**src/rtl/i2c_tgt_pkg.sv**
```systemverilog
package i2c_tgt_pkg;

   localparam int BYTE_W = 8;
   localparam int CNT_W  = $clog2(BYTE_W + 1);

   typedef enum logic [3:0] {
      ST_IDLE,
      ST_ADDR,
      ST_AHOLD,
      ST_ACK9,
      ST_RX,
      ST_RHOLD,
      ST_TX,
      ST_RACK,
      ST_THOLD
   } tgt_state_t;

endpackage

```
**src/rtl/i2c_tgt_sync.sv**
```systemverilog
module i2c_tgt_sync #(
   parameter int STAGES = 2
) (
   input  logic clk,
   input  logic rst_n,
   input  logic line_i,
   output logic level_o,
   output logic rise_o,
   output logic fall_o
);

   logic [STAGES-1:0] pipe;
   logic              prev;

   // idle bus lines sit high, so the chain resets to 1
   always_ff @(posedge clk or negedge rst_n) begin
      if (!rst_n) begin
         pipe <= '1;
         prev <= 1'b1;
      end else begin
         pipe <= {pipe[STAGES-2:0], line_i};
         prev <= pipe[STAGES-1];
      end
   end

   assign level_o = pipe[STAGES-1];
   assign rise_o  = pipe[STAGES-1] & ~prev;
   assign fall_o  = ~pipe[STAGES-1] & prev;

endmodule

```
**src/rtl/i2c_tgt_match.sv**
```systemverilog
module i2c_tgt_match #(
   parameter int W             = 8,
   parameter bit GCALL_SUPPORT = 1'b1
) (
   input  logic [W-1:0] rx_byte,
   input  logic [W-1:0] addr_cfg,
   input  logic         promisc,
   output logic         hit
);

   logic exact;
   logic gcall;

   // a zero address is reserved for the general call and never matches exactly
   assign exact = (rx_byte[W-1:1] == addr_cfg[W-1:1]) && (|rx_byte[W-1:1]);

   generate
      if (GCALL_SUPPORT) begin : g_gcall
         assign gcall = addr_cfg[0] && (rx_byte[W-1:1] == '0);
      end else begin : g_no_gcall
         assign gcall = 1'b0;
      end
   endgenerate

   assign hit = promisc | exact | gcall;

endmodule

```
**src/rtl/i2c_tgt_addr.sv**
```systemverilog
module i2c_tgt_addr
   import i2c_tgt_pkg::*;
#(
   parameter int SYNC_STAGES   = 2,
   parameter bit GCALL_SUPPORT = 1'b1
) (
   input  logic        clk,
   input  logic        rst_n,
   input  logic        scl_i,
   input  logic        sda_i,
   output logic        scl_oe,
   output logic        sda_oe,
   input  logic        cfg_promisc,
   input  logic        cfg_smart,
   input  logic        cfg_ackact,
   input  logic        addr_we,
   input  logic [7:0]  addr_wdata,
   output logic [7:0]  addr_q,
   input  logic        data_we,
   input  logic [7:0]  data_wdata,
   input  logic        data_re,
   output logic [7:0]  data_q,
   input  logic        resp_go,
   output logic        flag_apif,
   output logic        flag_ap,
   output logic        flag_dif,
   output logic        flag_dir,
   output logic        flag_hold
);

   localparam int NLINES = 2;

   generate
      if (SYNC_STAGES < 2) begin : g_bad_sync
         $error("i2c_tgt_addr: SYNC_STAGES must be at least 2");
      end
      if (BYTE_W != 8) begin : g_bad_width
         $error("i2c_tgt_addr: byte width must be 8");
      end
   endgenerate

   // index 0 = SCL, index 1 = SDA
   logic [NLINES-1:0] line_in, line_lvl, line_rise, line_fall;
   assign line_in = {sda_i, scl_i};

   generate
      for (genvar i = 0; i < NLINES; i++) begin : g_sync
         i2c_tgt_sync #(.STAGES(SYNC_STAGES)) u_sync (
            .clk     (clk),
            .rst_n   (rst_n),
            .line_i  (line_in[i]),
            .level_o (line_lvl[i]),
            .rise_o  (line_rise[i]),
            .fall_o  (line_fall[i])
         );
      end
   endgenerate

   logic scl_s, sda_s, scl_rise, scl_fall;
   assign scl_s    = line_lvl[0];
   assign sda_s    = line_lvl[1];
   assign scl_rise = line_rise[0];
   assign scl_fall = line_fall[0];

   logic start_ev, stop_ev;
   assign start_ev = line_fall[1] & scl_s;
   assign stop_ev  = line_rise[1] & scl_s;

   tgt_state_t        state;
   logic [BYTE_W-1:0] shreg;
   logic [CNT_W-1:0]  cnt;
   logic              ack_given;
   logic              from_addr;
   logic              active;
   logic              m_ack;
   logic              hit;
   logic              hold;
   logic              rel;
   logic              byte_done;

   i2c_tgt_match #(.W(BYTE_W), .GCALL_SUPPORT(GCALL_SUPPORT)) u_match (
      .rx_byte  (shreg),
      .addr_cfg (addr_q),
      .promisc  (cfg_promisc),
      .hit      (hit)
   );

   assign hold      = (state == ST_AHOLD) || (state == ST_RHOLD) || (state == ST_THOLD);
   assign rel       = hold && (resp_go || (cfg_smart && data_re));
   assign byte_done = scl_fall && (cnt == CNT_W'(BYTE_W));

   always_ff @(posedge clk or negedge rst_n) begin
      if (!rst_n) begin
         addr_q <= '0;
      end else if (addr_we) begin
         addr_q <= addr_wdata;
      end
   end

   always_ff @(posedge clk or negedge rst_n) begin
      if (!rst_n) begin
         state     <= ST_IDLE;
         shreg     <= '0;
         cnt       <= '0;
         sda_oe    <= 1'b0;
         ack_given <= 1'b0;
         from_addr <= 1'b0;
         active    <= 1'b0;
         m_ack     <= 1'b0;
         flag_apif <= 1'b0;
         flag_ap   <= 1'b0;
         flag_dif  <= 1'b0;
         flag_dir  <= 1'b0;
         data_q    <= '0;
      end else begin
         if (start_ev) begin
            state     <= ST_ADDR;
            cnt       <= '0;
            sda_oe    <= 1'b0;
            flag_apif <= 1'b0;
            flag_dif  <= 1'b0;
         end else if (stop_ev) begin
            state  <= ST_IDLE;
            sda_oe <= 1'b0;
            if (active) begin
               flag_apif <= 1'b1;
               flag_ap   <= 1'b0;
            end
            active <= 1'b0;
         end else begin
            unique case (state)
               ST_IDLE: ;
               ST_ADDR: begin
                  if (scl_rise) begin
                     shreg <= {shreg[BYTE_W-2:0], sda_s};
                     cnt   <= cnt + 1'b1;
                  end else if (byte_done) begin
                     if (hit) begin
                        state     <= ST_AHOLD;
                        flag_apif <= 1'b1;
                        flag_ap   <= 1'b1;
                        flag_dir  <= shreg[0];
                        active    <= 1'b1;
                     end else begin
                        state <= ST_IDLE;
                     end
                  end
               end
               ST_AHOLD, ST_RHOLD: begin
                  if (rel) begin
                     flag_apif <= 1'b0;
                     flag_dif  <= 1'b0;
                     sda_oe    <= ~cfg_ackact;
                     ack_given <= ~cfg_ackact;
                     from_addr <= (state == ST_AHOLD);
                     state     <= ST_ACK9;
                  end
               end
               ST_ACK9: begin
                  if (scl_fall) begin
                     sda_oe <= 1'b0;
                     cnt    <= '0;
                     if (!ack_given) begin
                        state <= ST_IDLE;
                     end else if (from_addr && flag_dir) begin
                        state    <= ST_THOLD;
                        flag_dif <= 1'b1;
                     end else begin
                        state <= ST_RX;
                     end
                  end
               end
               ST_RX: begin
                  if (scl_rise) begin
                     shreg <= {shreg[BYTE_W-2:0], sda_s};
                     cnt   <= cnt + 1'b1;
                  end else if (byte_done) begin
                     state    <= ST_RHOLD;
                     flag_dif <= 1'b1;
                     data_q   <= shreg;
                  end
               end
               ST_THOLD: begin
                  if (rel) begin
                     flag_apif <= 1'b0;
                     flag_dif  <= 1'b0;
                     shreg     <= data_q;
                     sda_oe    <= ~data_q[BYTE_W-1];
                     cnt       <= '0;
                     state     <= ST_TX;
                  end
               end
               ST_TX: begin
                  if (scl_rise) begin
                     cnt <= cnt + 1'b1;
                  end else if (byte_done) begin
                     sda_oe <= 1'b0;
                     state  <= ST_RACK;
                  end else if (scl_fall) begin
                     shreg  <= {shreg[BYTE_W-2:0], 1'b0};
                     sda_oe <= ~shreg[BYTE_W-2];
                  end
               end
               ST_RACK: begin
                  if (scl_rise) begin
                     m_ack <= ~sda_s;
                  end else if (scl_fall) begin
                     if (m_ack) begin
                        state    <= ST_THOLD;
                        flag_dif <= 1'b1;
                     end else begin
                        state <= ST_IDLE;
                     end
                  end
               end
               default: state <= ST_IDLE;
            endcase
         end
         // host access to the data register only while the clock is held
         if (data_we && hold) begin
            data_q <= data_wdata;
         end
      end
   end

   assign scl_oe    = hold;
   assign flag_hold = hold;

endmodule

```
**config.mk**
```make
export PLATFORM = sky130hd
export DESIGN_NAME = i2c_tgt_addr
export DESIGN_NICKNAME = d
export VERILOG_FILES = /design/src/rtl/i2c_tgt_pkg.sv /design/src/rtl/i2c_tgt_sync.sv /design/src/rtl/i2c_tgt_match.sv /design/src/rtl/i2c_tgt_addr.sv
export SDC_FILE = /design/constraint.sdc
export NUM_CORES = 1
export LEC_CHECK = 0
export ABC_AREA = 1
export BUFFER_PORTS_ARGS = -buffer_cell sky130_fd_sc_hd__buf_2
export CAP_MARGIN = 10
export CORE_UTILIZATION = 40
export CTS_BUF_LIST = sky130_fd_sc_hd__clkbuf_8
export DETAILED_ROUTE_END_ITERATION = 10
export GPL_ROUTABILITY_DRIVEN = 0
export REMOVE_ABC_BUFFERS = 1
export SETUP_SLACK_MARGIN = 0.3
export SLEW_MARGIN = 20
export SYNTH_ARGS = -nofsm -noshare
export SYNTH_HDL_FRONTEND = slang
export SYNTH_HIERARCHICAL = 1
export SYNTH_SLANG_ARGS = --single-unit
```
**constraint.sdc**
```tcl
create_clock -name clk -period 2.52 [get_ports clk]
set_input_delay 0.126 -clock clk [delete_from_list [all_inputs] [get_ports clk]]
set_output_delay 0.126 -clock clk [all_outputs]
set_load 0.02 [all_outputs]
```
# After elaboration in Yosys (flattened, before gate mapping)
# Cells that the tools add are included.
# totals
ff_bits	47
# classes
n_addsub	1
n_eq_ne	48
n_mux	68
bitwise_logic	18
n_reduce_logical	39
# ops
op	count
$mux 8	11
$mux 4	21
$ne 4x4->1 const B	12
$pmux 4 s8	1
$ne 3x3->1 const B	10
$mux 1	29
$pmux 8 s3	1
$reduce_and 6->1	4
$eq 4x3->1 const B	4
$reduce_and 5->1	3
$ne 2x2->1 const B	7
$pmux 4 s3	1
$reduce_and 12->1	1
$reduce_and 11->1	1
$not 1->1	10
$reduce_bool 2->1	5
$eq 4x2->1 const B	2
$eq 4x4->1 const B	2
$ne 2x1->1 const B	4
$pmux 1 s4	2
$reduce_and 4->1	2
$reduce_and 8->1	1
$reduce_bool 4->1	2
$eq 7x7->1	1
other kinds (20)	37

# Depth between registers and ports, before layout
# Gate-level depths: netlist of the first run.
# depth
ltp_word	10
ltp_mapped	14

# Modules after synthesis
# Netlist of the first run, hierarchy kept.
# by_module_without_submodules
mod	cells_each	area_each_um2	n_inst
i2c_tgt_addr	338	2471.1	1
i2c_tgt_sync	7	93.8	2
i2c_tgt_match	36	158.9	1

# Worst setup path before layout of the first run
# OpenSTA, ideal clock, no wires.
# synth_timing
kind	reg-to-reg
from	register g_sync[1].u_sync.prev
to	register state[1]
t_required_ns	2.403
path_stages_with_launch	12
n_path_buf	0
path_slack_ns	0.788
arrival_ns	1.615
cell_sequence	dfstp_2 inv_1 nor2_1 nand2_2 nand2_4 nor2_1 nand2_1 nand2_1 nor2_1 nand2_1 nand2_1 nand2_1
# synth_lines
element	line_no	text
from (decl)	i2c_tgt_sync.sv:13	logic prev;
from (signal assigned)	i2c_tgt_sync.sv:22	prev <= pipe[STAGES-1];
$and 1x1->1 *	i2c_tgt_sync.sv:28	assign fall_o = ~pipe[STAGES-1] & prev;
named net line_fall[1]	i2c_tgt_addr.sv:43	logic [NLINES-1:0] line_in, line_lvl, line_rise, line_fall;
$and 1x1->1 *	i2c_tgt_addr.sv:66	assign start_ev = line_fall[1] & scl_s;
$ne 4x4->1 (no source line) / $ne 3x3->1 (equally long branches)	n/a	
$reduce_and 12->1 (no source line)	n/a	
to (signal assigned)	i2c_tgt_addr.sv:102	state <= ST_IDLE;
to (signal assigned)	i2c_tgt_addr.sv:117	state <= ST_ADDR;
to (signal assigned)	i2c_tgt_addr.sv:123	state <= ST_IDLE;
to (decl)	i2c_tgt_addr.sv:69	tgt_state_t state;
# Mark *: on every way through the listed nets, which the timed path passes. The rest lies on a longest branch.
# A chain may end at the register's enable or synchronous reset.

# Worst setup path in the final report of the first run
# layout_timing
from	register g_sync[1].u_sync.prev
to	register state[0]
# Same word-level chain as after synthesis.

==> results.yml, run 1 <==
run_status:
  outcome: "finished, final reports clean"
clocking:
  cts_buffers: 5
  root_buffer: "clkbuf_8"
  cts_tree: "done"
  htree_levels: 2
  postCtsResizedCells: 0
  cts_num_sinks: 47
  clk_pin_slew_ns: 0.09
  insertion_delay_ns: 0.31
  postCtsSetupBuffers: 0
  clock_path_buffers: 2
routing:
  num_vias: 2573
  dr_wl_met2_um: 3010
  drc_errors: 0
  top_layer_used: "met4"
  wl_met3_um: 321
  wl_per_cell_um: 12.6
  wl_met1_um: 3400
  viasPerCell: 4.76
  drtIter0Drc: 192
  wl_um: 6820
  drt_first_pass_iters: 4
  detail-route-antenna-nets: 0
sta:
  setup_viol: 0
  rsz0062_at_grt: "false"
  finalClockSkew_ns: 0.0104
  fmax_mhz: 509
  period_share_pct: 78.0
  final_hold_viol_count: 0
  tightest_slew_ns: 0.592
  max-slew-margin-rel_pct: 60.5
  final_max_slew_viol_count: 0
  fin_crit_ns: 1.96
  tns_ns: 0
cells_and_area:
  antenna_cells: 0
  drive_gt1_share_pct: 23.1
  finalNonFillerCells: 541
  nets: 473
  syn_to_final_growth_pct: 16.8
setup_path:
  crit_path_frequent_cell: "nand2_1"
  cp.arrival_ns: 2.16
  slowest_stage: "dfstp_2"
  required_ns: 2.72
  end_kind: "flop"
  path_class: "reg -> reg"
  slowest_delay_ns: 0.53
  cp_cell_sequence: "inv_1 > nor2_1 > nand2_2 > nand2_4 > nor2_1 > nand2_1 > nand2_1 > nor2_1 > nand2_1 > nand2_1 > nand2_1"
  cp_max_fo: 10
  cp-start-kind: "flop"
pwr:
  ir_drop_mv: 0.362
  p_per_area_mw_per_mm2: 934
  p_total_w: 0.00307
  p_leak_nw: 1.80
floorplanning:
  die_area_mm2: 0.00738
  rows: 30
  die_h_um: 85.9
  core_area_mm2: 0.00679
  io_pins: 50
  die_x_um: 85.9
  start_util_pct: 41.5
logic_synthesis:
  yosysMostFrequentCell: "nand2_1"
  synthFlopType: "dfrtp_1"
  synth_cell_types: 32
  netlist_instances: 388
  synth_top_area_share_pct: 36.4
  async_flop_share_pct: 100
  synth_common_cells: "134 x nand2_1, 45 x nor2_1, 43 x inv_1, 41 x dfrtp_1, 31 x nand3_1"
  postSynthAreaPerCell_um2: 7.26
  synth_area_leaders: "dfrtp_1 36%, nand2_1 18%, nor2_1 6.0%"
  synth.cell_area_mm2: 0.00282
  ys.warnings.count: 6
  ys_seq_area_share_pct: 42.0
  synth_edf_count: 0
  synth_area_leader_cell: "dfrtp_1"
  ys_seq_elements: 47
placement:
  dp_hpwl_um: 5130
  placed_cells: 530
  io_buffers: 49
min_path:
  hold_path_class: "in -> reg"
global_route:
  grt_first_pass_wirelength_um: 11400
  overflow: 0
  grt_max_degree: 45
  grt_pass1_vias: 2345
  grt_use_total_pct: 19.8
  antenna_found_initial: 0
run:
  maxCapViolCount: 0
-- per-stage QoR --
| step | util (%) | hold slack, ns | setup WS [ns] | instance area [um^2] |
|---|---|---|---|---|
| 6_report | 48.5 | 0.0279 | 0.556 | 3290 |
| 5_1_grt | 48.5 | 0.0110 | 0.346 | 3290 |
| 4_1_cts | 48.3 | 0.0159 | 0.544 | 3280 |
| 3_5_place_dp | 46.6 | 0.232 | 0.574 | 3160 |
| 3_3_place_gp | 46.6 | 0.231 | 0.579 | 3160 |
| 2_1_floorplan | - | -0.170 | 0.788 | 2780 |
-- report_power, final --
group	internal [W]	leakage (nW)	switching [W]	total, W
Clock	0.000221	0.0526	0.000270	0.000491
Combinational	0.000495	1.17	0.000935	0.00143
Sequential	0.000957	0.586	0.000195	0.00115
-- metal layers --
metal	GRT usage (%)	up-vias
li1	-	1327
met1	28.4	1186
met2	30.8	54
met3	3.18	6
met4	5.45	0
met5	0	-
-- cell families (layout without fill, tap and decap cells) --
kind of cell / after synthesis / after routing / synth area share (%)
mux: 8 / 8 / 3.20
compound gates: 38 / 38 / 8.97
xor+xnor: 5 / 5 / 1.55
buf+inv: 53 / 110 / 7.59
simple gates: 235 / 235 / 35.8
flops: 47 / 47 / 42.0
fa+ha+maj: 2 / 2 / 0.888
-- worst max-delay path, delay by kind of cell, from the launching register on --
kind	cells	cell delay [ns]
DFF	1	0.53
and+or+nand+nor	10	1.28
buffers and inverters	1	0.03
-- cell usage in the layout (no fill, tap or decap), types with 3 or more instances in the layout --
master	instances
o21ai_0	13
a21oi_1	6
nor2_2	3
nand4_1	3
o211ai_1	7
dfrtp_1	41
xor2_1	4
nand3_1	31
o21ai_2	6
dfstp_2	6
dlygate4sd3_1	3
buf_4	3
inv_2	5
mux2_2	8
nand2_2	10
clkbuf_8	6
buf_2	48
inv_1	44
nand2_1	134
nor2_1	45
-- flip-flops by register name (all words and copies together) (netlist names) --
signal / cells
ack_given: 1
active: 1
addr_q: 8
cnt: 4
data_q: 8
flag_ap: 1
flag_apif: 1
flag_dif: 1
flag_dir: 1
from_addr: 1
g_sync.u_sync/pipe: 4
g_sync.u_sync/prev: 2
m_ack: 1
sda_oe: 1
shreg: 8
state: 4
-- final cells by class --
| cell class | instances | area (um^2) |
|---|---|---|
| clock buffer | 6 | 82.6 |
| sequential | 47 | 1180 |
| timing repair buffer | 54 | 293 |
| fill | 729 | 3500 |
| clock inverter | 2 | 12.5 |
| multi-input combinational | 288 | 1420 |
| tap | 96 | 120 |
| inverter | 48 | 180 |
-- worst paths after layout --
path,startpoint,to,slack (ns),cells after the start
min in group asynchronous,rst_n,cnt[3],0.36,2
worst min register to register,g_sync[1].u_sync/pipe[0],g_sync[1].u_sync/pipe[1],0.36,0
worst max-delay path,g_sync[1].u_sync/prev,state[0],0.56,11
worst min-delay path,cfg_ackact,ack_given,0.03,2
worst max register to register,g_sync[1].u_sync/prev,state[0],0.56,11
max in group asynchronous,rst_n,g_sync[0].u_sync/prev,1.56,3
-- repair_timing --
item,CTS,global route
hold buffers,2,1
endpoints found under the hold margin,2,41
endpoints found under the setup margin,0,0
Note: power is estimated with default switching activity, not from simulation.
==> run 2: changes to the inputs <==
clock period = 1.83 ns   (was 2.52 ns; I/O delays follow)
==> results.yml, run 2 (synthesized netlist as in run 1, its figures left out) <==
run_status:
  outcome: "finished, final reports clean"
min_path:
  hold_path_class: "in -> reg"
placement:
  dp_hpwl_um: 5390
  place_ws_ns: 0.0109
  placed_cells: 545
  io_buffers: 49
global_route:
  antenna_found_initial: 0
  grt_pass1_vias: 2739
  grt_use_total_pct: 21.7
  top_usage_layer: "met2"
  grt_max_degree: 25
  met2_usage_pct: 34.0
  met1_usage_pct: 29.8
  grt_first_pass_wirelength_um: 12600
  grt_use_met3_pct: 3.75
  overflow: 0
routing:
  num_vias: 2909
  wl_um: 7940
  drt_first_pass_iters: 5
  drtIter0Drc: 256
  drc_errors: 0
  viasPerCell: 4.95
  wl_per_cell_um: 13.5
  detail-route-antenna-nets: 0
sta:
  final_hold_viol_count: 0
  finalClockSkew_ns: 0.0122
  period_share_pct: 92.8
  final_max_slew_viol_count: 0
  setup_ws_ns: 0.131
  tightest_slew_ns: 0.571
  fin_crit_ns: 1.70
  setup_viol: 0
  fmax_mhz: 589
  max-slew-margin-rel_pct: 61.9
  rsz0062_at_grt: "true"
  tns_ns: 0
pwr:
  clockPowerShare_pct: 12.8
  p_leak_nw: 2.08
  ir_drop_mv: 0.474
  pwr-share-seq_pct: 32.7
  p_total_w: 0.00483
  p_per_area_mw_per_mm2: 1240
  netSwitchingPower_w: 0.00219
  internal-power_w: 0.00264
  power_frac_comb_pct: 54.5
  swShare_pct: 45.3
clocking:
  insertion_delay_ns: 0.30
  cts_tree: "done"
  cts_buffers: 5
  clk_pin_slew_ns: 0.09
  htree_levels: 2
  root_buffer: "clkbuf_8"
  clock_path_buffers: 2
  cts_num_sinks: 47
run:
  maxCapViolCount: 0
setup_path:
  end_kind: "flop"
  cp_max_fo: 8
  path_class: "reg -> reg"
  cp_cell_sequence: "buf_4 > nor2_2 > nand2_2 > nand2_8 > buf_4 > buf_4 > nor2_1 > nand2_1 > nand2_2 > nor2_1 > nand2_1 > nand2_1"
  slowest_delay_ns: 0.56
  required_ns: 2.02
  cp.arrival_ns: 1.89
  cp-start-kind: "flop"
  slowest_stage: "dfstp_2"
floorplanning:
  die_x_um: 85.9
  core_area_mm2: 0.00679
  start_util_pct: 41.5
  die_h_um: 85.9
  io_pins: 50
  rows: 30
  die_area_mm2: 0.00738
cells_and_area:
  fin_util_pct: 57.2
  final_common_cell: "nand2_1"
  nets: 520
  top_regs: "addr_q (8), data_q (8), shreg (8)"
  syn_to_final_growth_pct: 38.0
  final_cell_mix: "115 x nand2_1, 48 x buf_2, 43 x buf_4, 35 x dfrtp_1, 34 x inv_1"
  antenna_cells: 0
  finalNonFillerCells: 588
  drive_gt1_share_pct: 42.1
## run 2: cell types whose count changed in the layout (fill, tap and decap cells not counted), sizes merged
cell and delta:
dlygate4sd3 +1, clkbuf -1, clkinvlp +1, inv +1
clkinv -1, nand2 +1, buf +45
## run 2: path summary, 6_finish.rpt
path	from	endpoint	slack, ns	depth (start not counted)
max	g_sync[1].u_sync/prev	sda_oe	0.13	12
min	addr_wdata[7]	addr_q[7]	0.01	2
max reg2reg	g_sync[1].u_sync/prev	sda_oe	0.13	12
min reg2reg	g_sync[0].u_sync/pipe[0]	g_sync[0].u_sync/pipe[1]	0.36	0
max in group asynchronous	rst_n	shreg[7]	0.98	3
min in group asynchronous	rst_n	state[1]	0.32	2
## run 2: layout make-up
class,instances,area [um^2]
well taps,96,120
fillers,611,2910
inverters,48,185
clock buffers,5,68.8
flip-flops and latches,47,1190
repair buffers,100,668
multi-input cells,289,1640
clock inverters,3,15.0
## run 2: power by group through the flow
stage	logic [W]	registers (W)	clock network, W
after detailed placement	0.00209	0.00159	0
final	0.00263	0.00158	0.000620
after CTS	0.00240	0.00158	0.000629
after global placement	0.00208	0.00159	0
after floorplan	0.00131	0.00170	0
after global routing	0.00288	0.00162	0.000678
## run 2: layer usage
layer  wire length (um)  vias up
met2               3670      104
met4                203        0
met3                406       21
met5                  0        -
met1               3660     1354
li1                   -     1430
## run 2: worst max-delay path: cells and delay by family, from the launching register on
family / cells / cell delay, ns
simple gates: 9 / 0.65
flops: 1 / 0.56
buf+inv: 3 / 0.38
## run 2: stage by stage
step           cell area, um^2  hold WS [ns]
6_report                  3890        0.0138
2_1_floorplan             2780        -0.204
4_1_cts                   3680        0.0150
3_5_place_dp              3290         0.121
5_1_grt                   3890       0.00511
3_3_place_gp              3290         0.112
## run 2: repair_timing
action                     CTS  global route
hold endpoints to repair    20             0
buffers inserted            19            11
hold buffers                 4             0
setup endpoints to repair   32            33
gates cloned                 1             0
gates resized for setup     41            44
pin swaps                   15            25
==> run 3: changes to the inputs <==
CTS_BUF_LIST = sky130_fd_sc_hd__clkbuf_16   (was sky130_fd_sc_hd__clkbuf_8)
==> results.yml, run 3 (synthesized netlist as in run 1, its figures left out) <==
run_status:
  outcome: "finished, final reports clean"
global_route:
  grt_max_degree: 25
  grt_first_pass_wirelength_um: 12700
  grt_use_total_pct: 22.0
  antenna_found_initial: 0
  overflow: 0
  grt_pass1_vias: 2760
setup_path:
  cp_num_buf_inv: 2
  worstSetupPathDepth: 11
  path_class: "reg -> reg"
  cp.arrival_ns: 1.92
  end_kind: "flop"
  slowest_delay_ns: 0.56
  slowest_stage: "dfstp_2"
  critical_path.top_delay_family: "simple AND/OR/NAND/NOR gates"
  cp_max_fo: 8
  required_ns: 2.05
  cp_cell_sequence: "inv_2 > nor2_4 > nand2_4 > nand2_8 > nor2_4 > nand2_2 > nand3_2 > nor2_4 > buf_6 > nand3_1 > nand2_1"
  ff2ff_path_depth: 11
  cp-start-kind: "flop"
  crit_path_frequent_cell: "nor2_4"
routing:
  wl_met1_um: 3700
  wl_met3_um: 447
  dr_wl_met2_um: 4250
  drtIter0Drc: 186
  wl_per_cell_um: 14.4
  drt_first_pass_iters: 4
  wl_um: 8620
  num_vias: 2947
  viasPerCell: 4.94
  detail-route-antenna-nets: 0
  drc_errors: 0
  top_layer_used: "met4"
sta:
  fin_crit_ns: 1.70
  finalClockSkew_ns: 0.00675
  fmax_mhz: 587
  max-slew-margin-rel_pct: 60.9
  tightest_slew_ns: 0.586
  final_hold_viol_count: 0
  period_share_pct: 93.1
  tns_ns: 0
  rsz0062_at_grt: "true"
  final_max_slew_viol_count: 0
  setup_viol: 0
cells_and_area:
  drive_gt1_share_pct: 47.3
  fin_util_pct: 61.7
  final_common_cell: "nand2_1"
  top_regs: "addr_q (8), data_q (8), shreg (8)"
  final_cell_mix: "102 x nand2_1, 47 x buf_2, 47 x buf_4, 36 x dfrtp_1"
  syn_to_final_growth_pct: 48.8
  nets: 529
  antenna_cells: 0
  multi_input_area_mm2: 0.00178
  seqCellArea_mm2: 0.00119
  fillers: 569
pwr:
  p_leak_nw: 2.19
  ir_drop_mv: 0.719
  p_per_area_mw_per_mm2: 1290
floorplanning:
  start_util_pct: 41.5
  die_area_mm2: 0.00738
  io_pins: 50
  die_h_um: 85.9
  core_area_mm2: 0.00679
  die_x_um: 85.9
  rows: 30
clocking:
  clock_path_buffers: 2
  cts_buffers: 5
  htree_levels: 2
  cts_num_sinks: 47
  insertion_delay_ns: 0.29
  clk_pin_slew_ns: 0.06
  root_buffer: "clkbuf_16"
  cts_tree: "done"
placement:
  io_buffers: 49
  dp_hpwl_um: 5390
min_path:
  hold-path-cell-count: 2
  hold_path_class: "in -> reg"
run:
  maxCapViolCount: 0
[run 3: cell types whose count changed in the layout (fill, tap and decap cells not counted), moves of 4 or more]
| cell | before | now |
|---|---|---|
| nor2_4 | 11 | 17 |
| nand2_4 | 6 | 10 |
| nand2_2 | 25 | 33 |
| nand2_1 | 115 | 102 |
| nand3_1 | 26 | 22 |
| clkbuf_8 | 5 | 0 |
| buf_6 | 4 | 10 |
| clkbuf_16 | 0 | 5 |
| buf_4 | 43 | 47 |
[run 3: final cells by class]
class | instances | share of cell area [%]
Multi-Input combinational cell | 289 | 42.4
Timing Repair Buffer | 109 | 18.4
Clock buffer | 5 | 2.98
Sequential cell | 47 | 28.4
Inverter | 48 | 4.60
Clock inverter | 3 | 0.358
Tap cell | 96 | 2.86
[run 3: power by group]
| part | internal, W | switching [W] |
|---|---|---|
| clock network | 0.000497 | 0.000389 |
| logic | 0.00119 | 0.00173 |
| registers | 0.00133 | 0.000272 |
| total | 0.00302 | 0.00239 |
[run 3: final timing paths]
check                           slack (ns)                      from                        to
worst max-delay path                  0.13     g_sync[1].u_sync/prev                  state[1]
worst min-delay path                  0.02                cfg_ackact                 ack_given
worst max register to register        0.13     g_sync[1].u_sync/prev                  state[1]
worst min register to register        0.36  g_sync[0].u_sync/pipe[0]  g_sync[0].u_sync/pipe[1]
max in group asynchronous             0.95                     rst_n                  shreg[7]
min in group asynchronous             0.34                     rst_n                    sda_oe
[run 3: worst register-to-register path, cell delays in order, from the launching register on]
cell and delay, ns:
dfstp_2 0.56, inv_2 0.06, nor2_4 0.12, nand2_4 0.11
nand2_8 0.14, nor2_4 0.07, nand2_2 0.07, nand3_2 0.10
nor2_4 0.14, buf_6 0.12, nand3_1 0.07, nand2_1 0.07
[run 3: routing by layer]
| metal | track usage [%] | up-vias |
|---|---|---|
| li1 | - | 1450 |
| met1 | 29.6 | 1383 |
| met2 | 35.9 | 93 |
| met3 | 3.85 | 21 |
| met4 | 6.82 | 0 |
| met5 | 0 | - |
[run 3: metrics by stage]
| step | cell area (um^2) | hold slack (ns) | setup WS, ns | std cells | power (W) |
|---|---|---|---|---|---|
| after floorplan | 2780 | -0.204 | 0.0982 | 383 | 0.00301 |
| after global placement | 3290 | 0.112 | 0.0383 | 545 | 0.00367 |
| after detailed placement | 3290 | 0.121 | 0.0109 | 545 | 0.00368 |
| after CTS | 3780 | 0.0135 | 0.202 | 580 | 0.00494 |
| after global routing | 4190 | 0.0274 | 0.0478 | 597 | 0.00575 |
| final | 4190 | 0.0152 | 0.125 | 597 | 0.00541 |
[run 3: timing repair]
item                                    4_1_cts  5_1_grt
hold endpoints to repair                     19        0
pin swaps                                    27       34
gates cloned                                  1        0
setup buffers                                23       17
endpoints found under the setup margin       32       33
gates resized for setup                      50       79
hold buffers                                  3        0
